==> config.mk <==
export PLATFORM = sky130hd
export DESIGN_NAME = hb_deadtime_ctrl
export DESIGN_NICKNAME = d
export VERILOG_FILES = /design/src/rtl/hb_deadtime_ctrl.sv
export SDC_FILE = /design/constraint.sdc
export NUM_CORES = 1
export LEC_CHECK = 0
export BUFFER_PORTS_ARGS = -buffer_cell sky130_fd_sc_hd__buf_2
export CORE_UTILIZATION = 53
export DETAILED_ROUTE_END_ITERATION = 16
export GPL_TIMING_DRIVEN = 1
export PLACE_DENSITY = 0.69
export SLEW_MARGIN = 30
export SYNTH_ARGS = -nofsm -noshare
export SYNTH_HDL_FRONTEND = slang
export SYNTH_SLANG_ARGS = --single-unit
export TNS_END_PERCENT = 50
==> constraint.sdc <==
create_clock -name clk -period 2.6 [get_ports clk]
set_input_delay 0.65 -clock clk [delete_from_list [all_inputs] [get_ports clk]]
set_output_delay 0.65 -clock clk [all_outputs]
set_load 0.01 [all_outputs]
==> src/rtl/hb_deadtime_ctrl.sv <==
module hb_deadtime_ctrl #(
  parameter int DEAD_CYC     = 71,
  parameter int MIN_ON_CYC   = 50,
  parameter int MAX_DEAD_CYC = 250,
  parameter int CNT_W        = 8,
  parameter int WD_CYC       = 10_000_000
) (
  input  logic clk,
  input  logic rst_n,
  input  logic phase_hi,
  input  logic mid_hi,
  output logic hs_on,
  output logic ls_on,
  output logic fault
);

  localparam int WD_W = $clog2(WD_CYC + 1);
  localparam logic [CNT_W-1:0] TMAX    = '1;
  localparam logic [CNT_W-1:0] DEAD_L  = CNT_W'(DEAD_CYC - 1);
  localparam logic [CNT_W-1:0] DEAD_N  = CNT_W'(DEAD_CYC);
  localparam logic [CNT_W-1:0] MINON_L = CNT_W'(MIN_ON_CYC - 1);
  localparam logic [CNT_W-1:0] MAXD_L  = CNT_W'(MAX_DEAD_CYC - 1);
  localparam logic [CNT_W-1:0] MAXD_N  = CNT_W'(MAX_DEAD_CYC);
  localparam logic [WD_W-1:0]  WD_L    = WD_W'(WD_CYC - 1);

  typedef enum logic [2:0] {ST_LS, ST_DLH, ST_HS, ST_DHL, ST_FLT} st_t;

  st_t              state, nxt;
  logic [CNT_W-1:0] tmr, dcnt, dt_st;
  logic             seen, held, strk;
  logic [WD_W-1:0]  wd;

  wire on_st    = (state == ST_LS) || (state == ST_HS);
  wire want_sw  = (state == ST_LS && phase_hi) || (state == ST_HS && !phase_hi);
  wire min_met  = tmr >= MINON_L;
  wire sense_ok = seen || mid_hi;
  wire [CNT_W-1:0] pos = seen ? dcnt : '0;
  wire lh_done  = (sense_ok && pos == DEAD_L) || (tmr == MAXD_L);
  wire hl_done  = tmr == dt_st - 1'b1;
  wire wd_trip  = strk && (wd == WD_L);

  always_comb begin
    nxt = state;
    case (state)
      ST_LS:   if (want_sw && min_met) nxt = ST_DLH;
      ST_DLH:  if (lh_done) nxt = ST_HS;
      ST_HS:   if (want_sw && min_met) nxt = ST_DHL;
      ST_DHL:  if (hl_done) nxt = ST_LS;
      default: nxt = ST_FLT;
    endcase
    if (wd_trip) nxt = ST_FLT;
  end

  always_ff @(posedge clk or negedge rst_n) begin
    if (!rst_n) begin
      state <= ST_DHL;
      tmr   <= '0;
      dcnt  <= '0;
      seen  <= 1'b0;
      dt_st <= DEAD_N;
      held  <= 1'b0;
      strk  <= 1'b0;
      wd    <= '0;
    end else begin
      state <= nxt;

      if (nxt != state)     tmr <= '0;
      else if (tmr != TMAX) tmr <= tmr + 1'b1;

      if (state == ST_DLH && nxt == ST_DLH) begin
        if (seen) dcnt <= dcnt + 1'b1;
        else if (mid_hi) begin
          seen <= 1'b1;
          dcnt <= CNT_W'(1);
        end
      end else begin
        seen <= 1'b0;
        dcnt <= '0;
      end

      if (state == ST_DLH && nxt == ST_HS) dt_st <= tmr + 1'b1;

      if (nxt != state)                        held <= 1'b0;
      else if (on_st && want_sw && !min_met)   held <= 1'b1;

      if (on_st && nxt != state) begin
        strk <= held;
        if (!held)                    wd <= '0;
        else if (strk && wd != WD_L)  wd <= wd + 1'b1;
      end else if (strk && wd != WD_L) begin
        wd <= wd + 1'b1;
      end
    end
  end

  assign hs_on = (state == ST_HS);
  assign ls_on = (state == ST_LS);
  assign fault = (state == ST_FLT);

  a_r1_exclusive: assert property (@(posedge clk) disable iff (!rst_n)
    !(hs_on && ls_on)) else $error("R1 both outputs on");

  a_r2_gap: assert property (@(posedge clk) disable iff (!rst_n)
    $fell(ls_on) |=> !hs_on) else $error("R2 no dead time after low side");

  a_r3_meas_range: assert property (@(posedge clk) disable iff (!rst_n)
    (dt_st >= DEAD_N) && (dt_st <= MAXD_N)) else $error("R3 stored interval out of range");

  a_r3_forced: assert property (@(posedge clk) disable iff (!rst_n)
    (state == ST_DLH && tmr == MAXD_L && !wd_trip) |=> hs_on) else $error("R3 timeout not forced");

  a_r5_min_hold: assert property (@(posedge clk) disable iff (!rst_n)
    (on_st && !min_met && !wd_trip) |=> (state == $past(state))) else $error("R5 phase cut short");

  a_r6_saturate: assert property (@(posedge clk) disable iff (!rst_n)
    (on_st && tmr == TMAX && nxt == state) |=> (tmr == TMAX)) else $error("R6 timer wrapped");

  a_r9_latched: assert property (@(posedge clk) disable iff (!rst_n)
    fault |=> (fault && !hs_on && !ls_on)) else $error("R9 fault released");

  a_r10_commit: assert property (@(posedge clk) disable iff (!rst_n)
    (state == ST_DLH && !wd_trip) |=> (state == ST_DLH || hs_on)) else $error("R10 switch aborted");

endmodule

; Yosys cells after proc, flatten, opt, wreduce, memory -nomap -nowiden
; Cells that the tools add are included.
[classes]
addsub = 4
n_eq_ne = 14
n_reduce_logical = 20
magnitude_cmp = 1
n_mux = 20
[ops]
columns = operator, n
row1 = 24-bit two-way mux, 3
row2 = 8-bit two-way mux, 6
row3 = "24-bit by 1-bit adder with 24-bit output, second input constant", 1
row4 = "24-bit == test, second input constant", 1
row5 = "24-bit != test, second input constant", 1
row6 = "8-bit by 1-bit adder with 8-bit output, second input constant", 2
row7 = 3-bit two-way mux, 5
row8 = 3-bit case mux with 4 select lines, 1
row9 = 1-bit logical AND, 11
row10 = "3-bit by 2-bit == test with 1-bit output, second input constant", 3
row11 = "8-bit by 7-bit == test with 1-bit output, second input constant", 1
row12 = 8-bit == test, 1
row13 = "8-bit == test, second input constant", 1
row14 = "8-bit by 6-bit >= comparator with 1-bit output, second input constant", 1
row15 = "8-bit != test, second input constant", 1
row16 = "8-bit by 1-bit subtractor with 8-bit output, second input constant", 1
row17 = "3-bit by 1-bit == test with 1-bit output, second input constant", 2
row18 = 1-bit two-way mux, 5
row19 = 1-bit logical OR, 4
row20 = 2-bit nonzero test, 2
row21 = "3-bit == test, second input constant", 1
row22 = 3-bit logical NOT, 1
row23 = 3-bit != test, 1
row24 = "3-bit != test, second input constant", 1
row25 = 1-bit logical NOT, 2
[word_totals]
in_bits = 4
word_cells = 67
reg_bits = 54
output_inout_bits = 3

; Longest topological paths before layout
; Gate-level depths: netlist of the first run.
[depth]
depth_word = 10
depth_mapped = 9
depth_no_buf = 8

; Worst setup path before layout of the first run
; OpenSTA, ideal clock, no wires.
[synth_timing]
path_kind = register to register
startpoint = register dt_st[0]
endpoint = register held
t_arrival_ns = 1.833
path_stages_with_launch = 9
path_slack_ns = 0.632
n_path_buf = 0
synth_period_minus_slack_ns = 1.968
setup_time_ns = 0.135
path_cell_list = dfstp_2 -> inv_1 -> ha_1 -> xnor2_1 -> nor2_1 -> and3_1 -> o2111ai_1 -> nor3_4 -> nor3_1
[synth_via]
elab_chain_cells = 7
[synth_lines]
columns = element, line_no
row1 = "start, declared", 29  ; logic [CNT_W-1:0] tmr, dcnt, dt_st;
row2 = "start signal, assigned", 81  ; if (state == ST_DLH && nxt == ST_HS) dt_st <= tmr + 1'b1;
row3 = 8-bit by 1-bit subtractor with 8-bit output (*), 39  ; wire hl_done = tmr == dt_st - 1'b1;
row4 = 8-bit == test (*), 39
row5 = 3-bit two-way mux (*), 48  ; ST_DHL: if (hl_done) nxt = ST_LS;
row6 = 3-bit case mux with 4 select lines (*), 44  ; case (state)
row7 = 3-bit two-way mux (*), 51  ; if (wd_trip) nxt = ST_FLT;
row8 = 3-bit != test (*), 83  ; if (nxt != state) held <= 1'b0;
row9 = 1-bit two-way mux / 2-bit nonzero test (equally long branches), n/a
row10 = "end signal, assigned", 61  ; held <= 1'b0;
row11 = "end signal, assigned", 83
row12 = "end signal, assigned", 84  ; else if (on_st && want_sw && !min_met) held <= 1'b1;
row13 = "end, declared", 30  ; logic seen, held, strk;
; Mark *: on every way between the ends. The rest lies on a longest branch, timed or not.
; A chain may end at the register's enable or synchronous reset.

; Worst setup path after layout of the first run
; Same ends and word-level chain as after synthesis.

==> impl_metrics.env, run 1 <==
export IMPL_status="finished, final reports clean"
export IMPL_drc=0
export IMPL_postCtsSetupRepairBufs=0
export IMPL_path_cells="inv_1, ha_1, xnor2_1, nor2_1, and3_1, o2111ai_1, nor3_4, nor3_1"
export IMPL_diodes=0
export IMPL_cts_hold_buf=0
export IMPL_r2r_start="dt_st[0]$_DFFE_PN1P_"
export IMPL_antenna_found_initial=0
export IMPL_total_power_mw=3.376
export IMPL_area_growth_pct=4.147
export IMPL_leakagePower_nw=1.281
export IMPL_grt_pass1_vias=2188
export IMPL_yosys_register_bits=54
export IMPL_tns_ps=0
export IMPL_setup_viol=0
export IMPL_ys_flop_type="dfrtp_1"
export IMPL_grt_usage_pct=20.14
export IMPL_p_clk_share_pct=14.1
export IMPL_slowest_delay_ps=570
export IMPL_vias_per_cell=5.683
export IMPL_ys_types=56
export IMPL_power_density_nw_per_um2=1033
export IMPL_ys_warn_count=0
export IMPL_postSynthCellCount=333
export IMPL_gr_total_overflow=0
export IMPL_synth_commonest_cells="nor2_1 (52), dfrtp_1 (48), xnor2_1 (25), nand3_1 (23), nor3_1 (20)"
export IMPL_io_buffer_count=6
export IMPL_grt_busiest_layer="met2"
export IMPL_report_final_slew_viol_count=0
export IMPL_r2r_end="held$_DFFE_PN0P_"
export IMPL_rsz0062_at_grt="no"
export IMPL_dieArea_sq_um=6232
export IMPL_worstPathMaxFanout=9
export IMPL_die_y_um=78.95
export IMPL_yosysSeqAreaShare_pct=43.30
export IMPL_use_met1_pct=27.12
export IMPL_vias=2313
export IMPL_synth_area_leaders="dfrtp_1 (38%), xnor2_1 (7.0%), nor2_1 (6.2%)"
export IMPL_grt_pass1_wl_um=9839
export IMPL_final_cells=407
export IMPL_syn_avg_cell_area_sq_um=9.423
export IMPL_cts_buffer_depth=2
export IMPL_worstPathRequired_ps=2780
export IMPL_gr_usage_met2_pct=32.43
export IMPL_wire_per_inst_um=14.08
export IMPL_drt_iter0_drc=97
export IMPL_ff2ff_path_depth=8
export IMPL_intPower_mw=1.974
export IMPL_crit_path_start_kind="flip-flop"
export IMPL_critPathArrivalTime_ps=2350
export IMPL_fin_nets=344
export IMPL_die_x_um=78.95
export IMPL_cts_buffers=5
export IMPL_syn_area_sq_um=3138
export IMPL_max_cap_viol_count=0
export IMPL_fp_coreArea_sq_um=5608
export IMPL_end_kind="flip-flop"
export IMPL_clkSlewWorstSetupHoldPaths_ps=100
export IMPL_drive_gt1_share_pct=13.13
export IMPL_worstMarginPinSlew_ps=490.9
export IMPL_synth_top_area_cell="dfrtp_1"
export IMPL_skew_ps=10.12
export IMPL_cts_tree="yes"
export IMPL_p_sw_mw=1.403
export IMPL_grt_use_met3_pct=4.023
export IMPL_slew_headroom_pct=67.28
export IMPL_synth_edff_count=0
export IMPL_finalHoldViolCount=0
export IMPL_cp_top_family="simple AND/OR/NAND/NOR gates"
export IMPL_gp_routability_congestion=0.8300
export IMPL_initial_core_util_pct=55.96
export IMPL_root_buffer="clkbuf_8"
export IMPL_insertion_delay_ps=310
export IMPL_syn_num_nets=343
export IMPL_drt_pass1_iter_count=5
export IMPL_cp_depth=8
export IMPL_ir_worst_vdd_mv=0.4070
export IMPL_htree_levels=2
export IMPL_cts_sinks=54
export IMPL_fillers=515
export IMPL_hpwlAfterDp_um=4174
export IMPL_path_buf_inv=1
export IMPL_fin_crit_sh_pct=83.34
export IMPL_setup_worst_path_class="reg2reg"
export IMPL_cts_resized=0
export IMPL_grt_max_degree=25
export IMPL_pin_count=7
export IMPL_p_seq_share_pct=46.7
export IMPL_dpl_cell_count=399
export IMPL_reg2reg_setup_slack_ps=430
export IMPL_synth_most_common_cell="nor2_1"
export IMPL_fmaxAchievable_ghz=0.4615
export IMPL_min_period_ps=2167
export IMPL_slowest_stage="dfstp_2"
export IMPL_p_comb_share_pct=39.2
export IMPL_ys_async_sr_fraction_pct=100.0
export IMPL_hp_class="in2async"
export IMPL_yosysTopAreaCellShare_pct=38.28
export IMPL_core_rowCount=27
export IMPL_drt_wl_total_um=5729
export IMPL_ant_nets=0
export IMPL_switching_share_pct=41.55
worst reg2reg max path, stage by stage, from the launching register on:
cell and delay, ps:
dfstp_2 570, inv_1 60, ha_1 300, xnor2_1 130, nor2_1 130, and3_1 160, o2111ai_1 170, nor3_4 400
nor3_1 110
sequential cells by signal (all words and copies together) (netlist names):
name   cells
wd        24
dcnt       8
dt_st      8
tmr        8
state      3
held       1
seen       1
strk       1
routing by layer:
| metal | up-vias | wire [um] |
|---|---|---|
| met5 | - | 0 |
| met4 | 0 | 91 |
| met3 | 8 | 130 |
| met2 | 24 | 2559 |
| met1 | 1105 | 2947 |
| li1 | 1176 | - |
cells by family after synthesis:
kind of cell	Yosys count	share of synthesized area, %
AND/OR/NAND/NOR	159	27.59
adder cells (fa/ha/maj)	6	2.392
XOR/XNOR	38	10.61
buffers and inverters	25	4.266
multiplexers	3	0.9968
AO/OA/AOI/OAI	48	10.85
flip-flops	54	43.30
placed cells by master, fill, tap and decap left out, types with 5 or more instances in the layout:
master / instances
nor2_1: 52
dfrtp_1: 48
xnor2_1: 25
nand3_1: 23
nor3_1: 20
nand2_1: 13
xor2_1: 13
inv_1: 11
a21oi_1: 11
nand4_1: 10
and3_1: 7
o21ai_0: 7
ha_1: 6
dfstp_2: 6
buf_2: 6
a211oi_1: 5
o21a_1: 5
clkbuf_8: 5
stage by stage:
stage	util [%]	worst slack, ps	instance area (sq um)	hold slack (ps)
2_1_floorplan	-	632.0	3138	354.4
3_3_place_gp	56.72	507.6	3181	505.4
3_5_place_dp	56.72	440.6	3181	517.7
4_1_cts	58.28	423.0	3268	288.6
5_1_grt	58.28	272.4	3268	311.9
6_report	58.28	433.2	3268	280.4
worst max-delay path by stage:
stage                               to  slack [ps]                  from
floorplan             held$_DFFE_PN0P_         630  dt_st[0]$_DFFE_PN1P_
global placement    tmr[1]$_DFFE_PN0P_         510  dt_st[0]$_DFFE_PN1P_
detailed placement    held$_DFFE_PN0P_         440  dt_st[0]$_DFFE_PN1P_
CTS                   held$_DFFE_PN0P_         420  dt_st[0]$_DFFE_PN1P_
global route        tmr[4]$_DFFE_PN0P_         270  dt_st[0]$_DFFE_PN1P_
finish                held$_DFFE_PN0P_         430  dt_st[0]$_DFFE_PN1P_
final cells by class:
cell class | count | area (sq um) | share of cell area (%)
Clock buffer | 5 | 68.82 | 2.106
Inverter | 11 | 41.29 | 1.263
Clock inverter | 3 | 18.77 | 0.5743
Tap cell | 72 | 90.09 | 2.757
Sequential cell | 54 | 1359 | 41.58
Timing Repair Buffer | 8 | 45.04 | 1.378
Multi-Input combinational cell | 254 | 1645 | 50.34
power by group through the flow:
stage | Combinational (mW) | Clock, mW | Sequential, mW
floorplan | 1.24 | 0 | 1.40
global placement | 1.29 | 0 | 1.58
detailed placement | 1.32 | 0 | 1.59
CTS | 1.33 | 0.490 | 1.57
global route | 1.49 | 0.526 | 1.63
finish | 1.32 | 0.476 | 1.58
No activity file was read; power rests on OpenSTA's default activity.
==> run 2: changes to the inputs <==
clock period = 2.25 ns   (was 2.6 ns; I/O delays follow)
==> impl_metrics.env, run 2 (synthesis gave the netlist of run 1 again) <==
export IMPL_status="finished, final reports clean"
export IMPL_drt_iter0_drc=110
export IMPL_stdcell_area_sq_um=3357
export IMPL_rsz0062_at_grt="no"
export IMPL_end_kind="flip-flop"
export IMPL_cts_tree="yes"
export IMPL_p_seq_share_pct=45.1
export IMPL_power_density_nw_per_um2=1179
export IMPL_p_clk_share_pct=14.2
export IMPL_regMostFlops="wd"
export IMPL_area_growth_pct=6.978
export IMPL_crit_path_start_kind="flip-flop"
export IMPL_vias_per_cell=5.523
export IMPL_worstPathRequired_ps=2470
export IMPL_cts_sinks=54
export IMPL_ir_worst_vdd_mv=0.5051
export IMPL_crit_start="tmr[0]$_DFFE_PN0P_"
export IMPL_insertion_delay_ps=310
export IMPL_tns_ps=0
export IMPL_drc=0
export IMPL_p_sw_mw=1.639
export IMPL_place_area_sq_um=3231
export IMPL_max_cap_viol_count=0
export IMPL_hpwlAfterDp_um=4169
export IMPL_worstPathMaxFanout=9
export IMPL_skew_ps=10.41
export IMPL_intPower_mw=2.319
export IMPL_slowest_delay_ps=490
export IMPL_total_power_mw=3.957
export IMPL_mostFrequentLayoutCell="nor2_1"
export IMPL_slowest_stage="or4b_4"
export IMPL_root_buffer="clkbuf_8"
export IMPL_die_y_um=78.95
export IMPL_clkSlewWorstSetupHoldPaths_ps=110
export IMPL_grt_pass1_vias=2235
export IMPL_switching_share_pct=41.40
export IMPL_initial_core_util_pct=55.96
export IMPL_fin_ws_ps=163.9
export IMPL_min_period_ps=2086
export IMPL_setup_worst_path_class="reg2reg"
export IMPL_cts_buffers=5
export IMPL_fp_coreArea_sq_um=5608
export IMPL_diodes=0
export IMPL_cts_buffer_depth=2
export IMPL_largest_reg_flops=24
export IMPL_fmaxAchievable_ghz=0.4794
export IMPL_report_final_slew_viol_count=0
export IMPL_ant_nets=0
export IMPL_whs_ps=220.2
export IMPL_htree_levels=2
export IMPL_gr_total_overflow=0
export IMPL_final_cell_mix="nor2_1 (52), dfrtp_1 (48), xnor2_1 (25)"
export IMPL_wire_per_inst_um=14.24
export IMPL_antenna_found_initial=0
export IMPL_path_cells="ha_1, or4b_4, o211ai_2, nor2_1, o21ai_2, nand3_4, nor3_1"
export IMPL_fin_crit_sh_pct=92.72
export IMPL_critPathArrivalTime_ps=2310
export IMPL_grt_max_degree=55
export IMPL_drt_wl_total_um=5883
export IMPL_core_rowCount=27
export IMPL_cts_hold_buf=0
export IMPL_pin_count=7
export IMPL_drive_gt1_share_pct=14.96
export IMPL_die_x_um=78.95
export IMPL_vias=2281
export IMPL_final_util_pct=59.86
export IMPL_io_buffer_count=6
export IMPL_setup_viol=0
export IMPL_gp_routability_congestion=0.8681
export IMPL_grt_pass1_wl_um=10190
export IMPL_hp_class="in2async"
export IMPL_slew_headroom_pct=64.90
export IMPL_final_cells=413
export IMPL_path_buf_inv=0
export IMPL_finalHoldViolCount=0
export IMPL_p_comb_share_pct=40.8
export IMPL_cp_top_family="simple AND/OR/NAND/NOR gates"
export IMPL_dpl_cell_count=404
export IMPL_leakagePower_nw=1.314
export IMPL_post_place_ws_ps=78.34
export IMPL_dieArea_sq_um=6232
export IMPL_grt_usage_pct=21.08
export IMPL_r2r_start="tmr[0]$_DFFE_PN0P_"
export IMPL_fin_nets=350
export IMPL_drt_pass1_iter_count=4
export IMPL_worstMarginPinSlew_ps=522.5
## run 2: what timing repair did
item                                    in CTS  in global routing
buffers inserted                             0                  1
endpoints found under the setup margin       0                  9
gates resized for setup                      0                  2
endpoints found under the hold margin        0                  0
## run 2: final timing paths
path | endpoint | slack (ps) | cells past startpoint
worst min register to register | dt_st[1]$_DFFE_PN1P_ | 540 | 2
worst max-delay path | held$_DFFE_PN0P_ | 160 | 7
min in group clk | seen$_DFF_PN0_ | 510 | 3
worst min-delay path | wd[2]$_DFF_PN0_ | 220 | 2
worst max register to register | held$_DFFE_PN0P_ | 160 | 7
max in group asynchronous | dt_st[2]$_DFFE_PN1P_ | 1730 | 2
## run 2: power by group through the flow
stage | clock (mW) | sequential (mW) | combinational (mW)
floorplan | 0 | 1.62 | 1.43
global placement | 0 | 1.79 | 1.56
detailed placement | 0 | 1.79 | 1.60
CTS | 0.582 | 1.78 | 1.61
global route | 0.628 | 1.85 | 1.81
finish | 0.561 | 1.78 | 1.61
## run 2: final cells by class
cell class | instances | area (sq um)
well taps | 72 | 90.09
inverters | 11 | 41.29
multi-input cells | 254 | 1659
flip-flops and latches | 54 | 1359
repair buffers | 14 | 115.1
fillers | 491 | 2251
clock inverters | 3 | 23.77
clock buffers | 5 | 68.82
## run 2: layer usage
metal,up-vias,track usage (%),share of wire [%]
met4,0,6.545,1.2
li1,1182,-,-
met3,5,4.138,2.0
met1,1081,27.62,51
met5,-,0,0
met2,13,35.22,46
==> run 3: changes to the inputs <==
CORE_UTILIZATION = 23   (was 53)
PLACE_DENSITY = default   (was 0.69)
==> impl_metrics.env, run 3 (synthesis gave the netlist of run 1 again) <==
export IMPL_vias_per_cell=4.562
export IMPL_diodes=0
export IMPL_leakagePower_nw=1.346
export IMPL_dieArea_sq_um=14110
export IMPL_pin_count=7
export IMPL_setup_viol=0
export IMPL_final_cells=516
export IMPL_hp_class="in2async"
export IMPL_grt_usage_pct=9.790
export IMPL_initial_core_util_pct=23.60
export IMPL_core_rowCount=42
export IMPL_cts_buffers=5
export IMPL_slowest_delay_ps=500
export IMPL_final_util_pct=26.58
export IMPL_ir_worst_vdd_mv=0.3552
export IMPL_critPathArrivalTime_ps=2310
export IMPL_worstMarginPinSlew_ps=559.3
export IMPL_drive_gt1_share_pct=14.71
export IMPL_rsz0062_at_grt="yes"
export IMPL_worstPathMaxFanout=9
export IMPL_hpwlAfterDp_um=4500
export IMPL_regMostFlops="wd"
export IMPL_status="finished, final reports clean"
export IMPL_highest_layer="met4"
export IMPL_power_density_nw_per_um2=1209
export IMPL_drc=0
export IMPL_largest_reg_flops=24
export IMPL_root_buffer="clkbuf_16"
export IMPL_max_cap_viol_count=0
export IMPL_slew_headroom_pct=62.72
export IMPL_total_power_mw=4.273
export IMPL_dpl_cell_count=506
export IMPL_gp_routability_congestion=0.8229
export IMPL_route_met2_wl_um=3011
export IMPL_crit_path_start_kind="flip-flop"
export IMPL_final_cell_mix="nor2_1 (52), dfrtp_1 (48), xnor2_1 (25)"
export IMPL_drt_iter0_drc=122
export IMPL_cts_tree="yes"
export IMPL_insertion_delay_ps=290
export IMPL_drt_wl_total_um=6307
export IMPL_wl_met3_um=160
export IMPL_antenna_found_initial=0
export IMPL_vias=2354
export IMPL_die_y_um=118.8
export IMPL_fin_crit_sh_pct=93.73
export IMPL_met1_length_um=3037
export IMPL_report_final_slew_viol_count=0
export IMPL_fmaxAchievable_ghz=0.4742
export IMPL_min_period_ps=2109
export IMPL_grt_max_degree=33
export IMPL_ff2ff_path_depth=8
export IMPL_drt_pass1_iter_count=4
export IMPL_cp_top_family="simple AND/OR/NAND/NOR gates"
export IMPL_skew_ps=6.946
export IMPL_fin_nets=349
export IMPL_clkSlewWorstSetupHoldPaths_ps=70
export IMPL_setup_worst_path_class="reg2reg"
export IMPL_r2r_start="tmr[1]$_DFFE_PN0P_"
export IMPL_path_buf_inv=1
export IMPL_cts_sinks=54
export IMPL_end_kind="flip-flop"
export IMPL_mostFrequentLayoutCell="nor2_1"
export IMPL_ant_nets=0
export IMPL_reg2reg_setup_slack_ps=140
export IMPL_worstPathRequired_ps=2450
export IMPL_slowest_stage="or4b_4"
export IMPL_die_x_um=118.8
export IMPL_cts_buffer_depth=2
export IMPL_io_buffer_count=6
export IMPL_fp_coreArea_sq_um=13300
export IMPL_grt_pass1_wl_um=11210
export IMPL_path_cells="inv_1, ha_1, or4b_4, o211ai_2, nor2_1, o21ai_2, nand3_2, nor3_1"
export IMPL_area_growth_pct=12.60
export IMPL_gr_total_overflow=0
export IMPL_grt_pass1_vias=2393
export IMPL_r2r_end="held$_DFFE_PN0P_"
export IMPL_finalHoldViolCount=0
export IMPL_wire_per_inst_um=12.22
export IMPL_htree_levels=2
run 3: where the power goes:
part	switching (mW)	total (mW)	internal, mW
combinational	0.870	1.62	0.754
sequential	0.469	1.81	1.34
clock	0.334	0.839	0.504
total	1.67	4.27	2.60
run 3: final cells by class:
type                       count  area, sq um
clock buffer                   8        166.4
fill                        1405         9762
inverter                      11        41.29
multi-input combinational    254         1652
sequential                    54         1359
tap                          176        220.2
timing repair buffer          13        95.09
run 3: worst max-delay path by stage:
stage          depth (start not counted)                 end                 start
6_report                               8    held$_DFFE_PN0P_    tmr[1]$_DFFE_PN0P_
4_1_cts                                8    held$_DFFE_PN0P_  dt_st[0]$_DFFE_PN1P_
3_5_place_dp                           8    held$_DFFE_PN0P_  dt_st[0]$_DFFE_PN1P_
2_1_floorplan                          8    held$_DFFE_PN0P_  dt_st[0]$_DFFE_PN1P_
5_1_grt                                8  tmr[2]$_DFFE_PN0P_    tmr[1]$_DFFE_PN0P_
3_3_place_gp                           8  tmr[1]$_DFFE_PN0P_  dt_st[0]$_DFFE_PN1P_
run 3: timing repair:
| item | 4_1_cts | 5_1_grt |
|---|---|---|
| hold buffers | 0 | 0 |
| resized for setup | 0 | 1 |
| buffers inserted | 0 | 2 |
| setup endpoints to repair | 0 | 11 |
run 3: per-layer routing:
layer | vias to the layer above | global-route usage, %
li1 | 1184 | -
met1 | 1138 | 12.38
met2 | 24 | 16.19
met3 | 8 | 2.413
met4 | 0 | 3.323
met5 | - | 0
run 3: stage by stage:
step,setup TNS (ps),hold slack [ps],setup slack [ps],area [sq um]
after global placement,0,502.9,143.8,3346
final,0,263.6,141.0,3533
after detailed placement,0,505.9,89.70,3346
after CTS,0,283.0,55.70,3512
after global routing,-88.41,296.5,-27.76,3533
after floorplan,0,266.9,282.0,3138
